==> src/rtl/sys_watchdog.sv <==
module sys_watchdog #(
  parameter int TICK_DIV    = 50_000_000,
  parameter bit HAS_OFF_CLR = 1'b1,
  parameter int PER0        = 2,
  parameter int PER1        = 16,
  parameter int PER2        = 64,
  parameter int PER3        = 128
) (
  input  logic       clk,
  input  logic       rst_n,
  input  logic       reg_wr,
  input  logic [1:0] reg_addr,
  input  logic [7:0] reg_wdata,
  output logic [7:0] reg_rdata,
  input  logic       sleep_mode,
  input  logic       off_mode,
  output logic       restart_req,
  output logic       poweroff_req
);
  localparam int PW = (TICK_DIV > 2) ? $clog2(TICK_DIV) : 1;
  localparam int SW = $clog2(PER3 + 1);
  localparam logic [PW-1:0] PRE_LAST = PW'(TICK_DIV - 1);

  logic          en, slp_clr, off_clr, act;
  logic [1:0]    per;
  logic [PW-1:0] presc;
  logic [SW-1:0] secs, per_len;
  logic          wr_ctrl, wr_kick, wr_act, hold, tick, fire;

  assign wr_ctrl = reg_wr && reg_addr == 2'd0;
  assign wr_kick = reg_wr && reg_addr == 2'd1 && reg_wdata[0];
  assign wr_act  = reg_wr && reg_addr == 2'd2;

  always_ff @(posedge clk or negedge rst_n)
    if (!rst_n) begin
      en      <= 1'b0;
      per     <= 2'b11;
      slp_clr <= 1'b0;
      act     <= 1'b0;
    end else begin
      if (wr_ctrl) begin
        en      <= reg_wdata[0];
        per     <= reg_wdata[2:1];
        slp_clr <= reg_wdata[3];
      end
      if (wr_act) act <= reg_wdata[0];
    end

  generate
    if (HAS_OFF_CLR) begin : g_offclr
      always_ff @(posedge clk or negedge rst_n)
        if (!rst_n)       off_clr <= 1'b0;
        else if (wr_ctrl) off_clr <= reg_wdata[4];
    end else begin : g_no_offclr
      assign off_clr = 1'b0;
    end
  endgenerate

  always_comb
    case (per)
      2'd0:    per_len = SW'(PER0);
      2'd1:    per_len = SW'(PER1);
      2'd2:    per_len = SW'(PER2);
      default: per_len = SW'(PER3);
    endcase

  assign hold = !en || wr_ctrl || wr_kick || (slp_clr && sleep_mode) || (off_clr && off_mode);
  assign tick = presc == PRE_LAST;
  assign fire = !hold && tick && secs == per_len - SW'(1);

  always_ff @(posedge clk or negedge rst_n)
    if (!rst_n) begin
      presc <= '0;
      secs  <= '0;
    end else if (hold) begin
      presc <= '0;
      secs  <= '0;
    end else if (tick) begin
      presc <= '0;
      secs  <= fire ? '0 : secs + SW'(1);
    end else begin
      presc <= presc + PW'(1);
    end

  always_ff @(posedge clk or negedge rst_n)
    if (!rst_n) begin
      restart_req  <= 1'b0;
      poweroff_req <= 1'b0;
    end else begin
      restart_req  <= fire && act;
      poweroff_req <= fire && !act;
    end

  always_comb
    case (reg_addr)
      2'd0:    reg_rdata = {3'b000, off_clr, slp_clr, per, en};
      2'd2:    reg_rdata = {7'd0, act};
      default: reg_rdata = 8'h00;
    endcase

  AST_SECS_IN_RANGE: assert property (@(posedge clk) disable iff (!rst_n) secs < per_len);
  AST_DISABLED_QUIET: assert property (@(posedge clk) disable iff (!rst_n)
    !en |=> !(restart_req || poweroff_req));
  AST_KICK_READS_ZERO: assert property (@(posedge clk) disable iff (!rst_n)
    reg_addr == 2'd1 |-> reg_rdata == 8'h00);
  AST_SLEEP_HELD_QUIET: assert property (@(posedge clk) disable iff (!rst_n)
    (slp_clr && sleep_mode) |=> !(restart_req || poweroff_req));
  AST_OFF_HELD_QUIET: assert property (@(posedge clk) disable iff (!rst_n)
    (off_clr && off_mode) |=> !(restart_req || poweroff_req));
  AST_ONE_ACTION: assert property (@(posedge clk) disable iff (!rst_n)
    !(restart_req && poweroff_req));
  AST_RESTART_ONE_CYCLE: assert property (@(posedge clk) disable iff (!rst_n)
    restart_req |=> !restart_req);
  AST_POWEROFF_ONE_CYCLE: assert property (@(posedge clk) disable iff (!rst_n)
    poweroff_req |=> !poweroff_req);
endmodule

==> config.mk <==
export PLATFORM = sky130hd
export DESIGN_NAME = sys_watchdog
export DESIGN_NICKNAME = d
export VERILOG_FILES = /design/src/rtl/sys_watchdog.sv
export SDC_FILE = /design/constraint.sdc
export NUM_CORES = 1
export LEC_CHECK = 0
export ABC_AREA = 1
export ABC_CLOCK_PERIOD_IN_PS = 1700
export BUFFER_PORTS_ARGS = -buffer_cell sky130_fd_sc_hd__buf_2
export CELL_PAD_IN_SITES_DETAIL_PLACEMENT = 1
export CELL_PAD_IN_SITES_GLOBAL_PLACEMENT = 1
export CORE_AREA = 2 2 84 94
export DETAILED_ROUTE_END_ITERATION = 8
export DIE_AREA = 0 0 86 96
export GPL_ROUTABILITY_DRIVEN = 0
export PLACE_DENSITY = 0.72
export SYNTH_ARGS = -nofsm -noshare
export SYNTH_HDL_FRONTEND = slang
export SYNTH_SLANG_ARGS = --single-unit
==> constraint.sdc <==
create_clock -name clk -period 1.7 [get_ports clk]
set_input_delay 0.51 -clock clk [delete_from_list [all_inputs] [get_ports clk]]
set_output_delay 0.51 -clock clk [all_outputs]
set_load 0.005 [all_outputs]
==> results of run 1 <==
-- area by class of cell --
class,count,area [um^2],area share [%]
Clock buffer,6,82.58,2.467
Sequential cell,42,1054,31.48
Tap cell,87,108.9,3.252
Inverter,52,197.7,5.907
Clock inverter,2,60.06,1.794
Timing Repair Buffer,45,332.8,9.944
Multi-Input combinational cell,300,1511,45.16
-- power groups by stage --
stage / clock network, W / logic [W] / registers, W
5_1_grt: 0.00107 / 0.000393 / 0.00106
3_3_place_gp: 0 / 0.000271 / 0.00107
3_5_place_dp: 0 / 0.000284 / 0.00107
6_report: 0.00100 / 0.000357 / 0.00105
2_1_floorplan: 0 / 0.000159 / 0.00107
4_1_cts: 0.00103 / 0.000318 / 0.00105
-- worst max-delay path, delay by kind of cell (launching register included) --
family	cells	cell delay, ns
DFF	1	0.57
buffers and inverters	3	0.28
and+or+nand+nor	1	0.06
-- stage by stage --
stage	total power, W	instance area (um^2)
2_1_floorplan	0.001227	2718
3_3_place_gp	0.001337	3013
3_5_place_dp	0.001351	3013
4_1_cts	0.002397	3218
5_1_grt	0.002515	3347
6_report	0.002410	3347
-- logic make-up (layout without fill, tap and decap cells) --
kind of cell	after synthesis	count (layout)	share of synthesized area [%]
adders and majority gates	3	3	1.385
DFF	42	42	38.87
and+or+nand+nor	267	267	42.66
xor gates and xnor gates	14	14	4.525
other	1	3	0.1384
buffers and inverters	61	105	9.925
AOI/OAI and AO/OA	13	13	2.493
-- cells in the mapped netlist, drive strengths merged --
cell    instances
clkbuf          1
nand3b          2
nor3b           1
nand2         136
nor4            1
nand4           7
ha              3
dfrtp          40
nor3            7
xnor2           5
conb            1
o21ai           4
buf             8
nand3          21
o31ai           1
nor2           92
dfstp           2
xor2            9
inv            52
a21oi           8
-- timing repair --
item,CTS,global route
gates resized for setup,15,28
buffers inserted,2,4
endpoints found under the setup margin,16,23
hold endpoints to repair,0,0
pin swaps,5,12
-- metal layers --
layer	vias up	global-route usage (%)
li1	1305	-
met1	1264	22.55
met2	36	35.47
met3	9	2.916
met4	0	5.688
met5	-	0
-- worst min-delay path by stage --
stage          depth (start not counted)           end
6_report                               2       secs[4]
2_1_floorplan                          0           act
5_1_grt                                2       secs[5]
3_5_place_dp                           1  poweroff_req
3_3_place_gp                           1  poweroff_req
4_1_cts                                2       secs[4]
==> flow_summary_export.csv, run 1 <==
group,metric,value,unit
floorplanning,coreArea,0.007308,mm^2
worst_setup_path,r2r_cells,12,
power_and_ir_drop,peakVddDrop,0.2707,mV
floorplanning,pin_count,25,
cts,hold_buffers,0,
route,routed.top_layer,"met4",
yosys,yosys_warnings,0,
route,drc,0,
cts,cts.sinks,42,
worst_setup_path,slowest_stage,"dfstp_2",
worst_setup_path,cp-end-kind,"output pin",
sta,period_minus_slack,1.724,ns
yosys,synth.area.top_cells,"dfrtp_1 37%, nand2_1 18%, nor2_1 12%",
yosys,syn-instance-count,401,
hold_path,min_path_type,"input port to asynchronous set/reset pin",
worst_setup_path,rrSetupSlack,0.03,ns
route,dr_wl_met3,231,um
place,hpwl,5699,um
status,violations,"setup timing",
yosys,syn_area,0.002710,mm^2
sta,hold_slack,0.1558,ns
finish,reg.largest.list,"presc (26), secs (8), per (2)",
worst_setup_path,critical_path.max_fanout,3,
route,antenna_left,0,
finish,drive_gt1_share,23.94,%
global_route,antenna_found_initial,0,
yosys,synth_top_cell_by_area,"dfrtp_1",
sta,rsz0062_at_grt,"true",
status,status,"finished, violations left",
yosys,ys_seq_area_share,38.87,%
finish,mostFrequentLayoutCells,"119 x nand2_1, 79 x nor2_1, 40 x inv_1, 40 x dfrtp_1, 21 x buf_4",
route,vias,2614,
cts,numCtsBuffers,5,
global_route,grt_pass1_vias,2671,
finish,diodes,0,
route,firstDrtPassIters,4,
route,detail_route.wirelength,7320,um
sta,finalSetupTns,-0.02423,ns
global_route,overflow,0,
sta,setup_ws,-0.02423,ns
cts,clk_pin_slew,0.09,ns
finish,stdcell_count,534,
global_route,grt_max_degree,43,
power_and_ir_drop,p_comb_share,14.8,%
power_and_ir_drop,power_frac_clock,41.6,%
job,maxCapViolations,0,
route,wl_met1,3153,um
power_and_ir_drop,powerDensity,720.1,mW/mm^2
finish,area_delta_synth_final,23.50,%
place,portBuffers,18,
worst_setup_path,worstPathCellList,"inv_2 -> buf_6 -> nor2_2 -> buf_2",
yosys,postSynthAreaPerCell,6.758,um^2
route,wl_per_cell,13.71,um
yosys,yosysUniqueCellTypes,29,
worst_setup_path,rr_startpoint,"per[0]",
finish,fillers,947,
route,drt-initial-drc-count,98,
place,pre_cts_ws,-0.1955,ns
sta,fmaxAchievable,0.5800,GHz
cts,clk_latency,0.31,ns
worst_setup_path,r2r-end,"secs[2]",
worst_setup_path,startpoint_type,"register",
power_and_ir_drop,p_leak,1.595,nW
yosys,synth_top_area_share,36.93,%
power_and_ir_drop,swShare,24.74,%
worst_setup_path,max_stage_delay,0.57,ns
worst_setup_path,cp-endpoint,"reg_rdata[1]",
worst_setup_path,critPathKind,"register to output pin",
sta,finalMaxSlewViolations,0,
floorplanning,die-area,0.008256,mm^2
floorplanning,start_util,37.08,%
route,vias_per_cell,4.895,
worst_setup_path,worstPathArrival,1.21,ns
cts,cts_tree,"done",
floorplanning,die_h,96,um
finish,largest_reg_flops,26,
finish,fin_util,45.80,%
cts,cts_root_buf,"clkbuf_8",
power_and_ir_drop,seqPwrFrac,43.6,%
sta,setup_viol,1,
yosys,ys_ff_latch,42,
power_and_ir_drop,power.internal,0.001814,W
power_and_ir_drop,net-switching-power,0.0005963,W
finish,final_common_cell,"nand2_1",
sta,finalClockSkew,0.008294,ns
cts,cts_buffer_depth,2,
floorplanning,die_w,86,um
worst_setup_path,cp-startpoint,"per[0]",
place,dp.cells,520,
global_route,grt_util_all_layers,19.07,%
floorplanning,rows,33,
finish,top_register,"presc",
sta,finalHoldViolations,0,
cts,h-tree-depth,2,
global_route,grt_pass1_wl,12250,um
route,route.met2.wl,3831,um
sta,period_share,101.4,%
finish,fin_nets,464,
worst_setup_path,required,1.19,ns
(Power assumes the default switching activity.)
==> inputs of run 2 (changes only) <==
Settings changed: BUFFER_PORTS_ARGS -buffer_cell sky130_fd_sc_hd__buf_2 to -buffer_cell sky130_fd_sc_hd__buf_4, CAP_MARGIN from default to 10, CORE_AREA 2 2 84 94 to 2 2 88 90, DIE_AREA 0 0 86 96 to 0 0 90 92.
==> flow_summary_export.csv, run 2 (same netlist as run 1, synthesis figures left out) <==
group,metric,value,unit
sta,finalSetupTns,-0.04381,ns
worst_setup_path,critical_path.max_fanout,3,
finish,largest_reg_flops,26,
route,firstDrtPassIters,4,
global_route,grt_pass1_vias,2629,
worst_setup_path,path_delay_family,"flip-flops",
worst_setup_path,worstPathCellList,"inv_2 -> buf_6 -> nor2_4 -> buf_6",
global_route,grt_util_all_layers,18.79,%
sta,finalMaxSlewViolations,0,
floorplanning,die_h,92,um
cts,numCtsBuffers,5,
place,portBuffers,18,
worst_setup_path,slowest_stage,"dfstp_2",
sta,setup_viol,5,
global_route,overflow,0,
finish,fin_nets,456,
worst_setup_path,worstPathArrival,1.21,ns
power_and_ir_drop,p_leak,1.536,nW
floorplanning,coreArea,0.007447,mm^2
cts,cts_buffer_depth,2,
finish,area_delta_synth_final,19.62,%
place,pre_cts_ws,-0.03543,ns
route,drt-initial-drc-count,76,
finish,diodes,0,
worst_setup_path,cpMostUsedCell,"buf_6",
sta,slew_headroom,63.10,%
status,status,"finished, violations left",
cts,h-tree-depth,2,
finish,finalInstanceArea,0.003242,mm^2
finish,reg.largest.list,"presc (26), secs (8), per (2)",
cts,clk_pin_slew,0.09,ns
route,drc,0,
worst_setup_path,max_stage_delay,0.57,ns
route,vias_per_cell,4.665,
route,wl_per_cell,13.32,um
place,hpwl,5534,um
cts,cts.sinks,42,
floorplanning,rows,32,
sta,setup_ws,-0.01566,ns
hold_path,min_path_type,"input port to asynchronous set/reset pin",
floorplanning,pin_count,25,
sta,finalHoldViolations,0,
finish,top_register,"presc",
finish,fillers,999,
finish,mostFrequentLayoutCells,"121 x nand2_1, 81 x nor2_1, 42 x inv_1",
worst_setup_path,cp-end-kind,"output pin",
sta,tightest_slew,0.5535,ns
worst_setup_path,critPathKind,"register to output pin",
cts,cts_root_buf,"clkbuf_8",
floorplanning,die-area,0.008280,mm^2
worst_setup_path,startpoint_type,"register",
cts,cts_tree,"done",
power_and_ir_drop,powerDensity,633.1,mW/mm^2
global_route,grt_max_degree,43,
finish,drive_gt1_share,20.05,%
global_route,antenna_found_initial,0,
global_route,grt_pass1_wl,12470,um
power_and_ir_drop,peakVddDrop,0.3256,mV
sta,fmaxAchievable,0.5829,GHz
route,antenna_left,0,
route,detail_route.wirelength,7205,um
job,maxCapViolations,0,
finish,final_common_cell,"nand2_1",
floorplanning,die_w,90,um
route,vias,2524,
worst_setup_path,cp.buffers_inverters,3,
worst_setup_path,required,1.19,ns
floorplanning,start_util,36.39,%
status,violations,"setup timing",
sta,finalClockSkew,0.007009,ns
sta,rsz0062_at_grt,"true",
place,placed_area,0.003047,mm^2
cts,clk_latency,0.30,ns
sta,period_minus_slack,1.716,ns
sta,period_share,100.9,%
power_and_ir_drop,p_total,0.002052,W
[run 2: changes by cell type in the layout (fill, tap and decap cells not counted), moves of 2 or more]
cell | before | now
nor2_1 | 79 | 81
nor3_2 | 2 | 0
nand3_1 | 16 | 18
bufinv_16 | 2 | 0
nand2_4 | 2 | 5
nand3_2 | 4 | 2
nor3_1 | 5 | 7
buf_2 | 18 | 0
nand2_1 | 119 | 121
inv_1 | 40 | 42
nand2_2 | 14 | 10
buf_4 | 21 | 32
nor2_4 | 3 | 1
[run 2: routing by layer]
layer  track usage [%]  share of wire (%)  up-vias
met5                 0                  0        -
met4             6.410                1.4        0
met3             2.794                1.4        8
met2             31.39                 49       15
met1             25.01                 49     1215
li1                  -                  -     1286
[run 2: repair_timing]
item | in CTS | in global routing
resized for setup | 11 | 19
hold buffers | 0 | 0
cloned | 0 | 0
endpoints found under the setup margin | 8 | 20
pin swaps | 9 | 6
buffers inserted | 0 | 2
[run 2: cell type report]
| class | instances | area [um^2] | area share [%] |
|---|---|---|---|
| flip-flops and latches | 42 | 1054 | 32.50 |
| repair buffers | 37 | 305.3 | 9.417 |
| well taps | 102 | 127.6 | 3.937 |
| multi-input cells | 300 | 1470 | 45.35 |
| clock inverters | 3 | 21.27 | 0.6561 |
| clock buffers | 5 | 68.82 | 2.123 |
| inverters | 52 | 195.2 | 6.021 |
[run 2: path summary, 6_finish.rpt]
path | start | end | slack, ns | cells past startpoint
setup / recovery | per[0] | reg_rdata[1] | -0.02 | 4
hold / removal | rst_n | presc[8] | 0.18 | 1
setup reg to reg | per[0] | secs[1] | -0.01 | 12
hold reg to reg | secs[7] | secs[7] | 0.54 | 2
max in group asynchronous | rst_n | presc[13] | 1.13 | 1
min in group clk | reg_wdata[2] | per[1] | 0.45 | 3
[run 2: through the flow]
step	util [%]	hold WS, ns	cells
after floorplan	-	0.2144	403
after global placement	40.91	0.4710	531
after detailed placement	40.91	0.4805	531
after CTS	42.47	0.2075	539
after global routing	43.53	0.2318	541
final	43.53	0.1814	541
[run 2: power breakdown]
group / internal (W) / total [W] / switching, W
Combinational: 0.000143 / 0.000325 / 0.000182
Sequential: 0.00103 / 0.00105 / 0.0000203
Clock: 0.000289 / 0.000677 / 0.000388
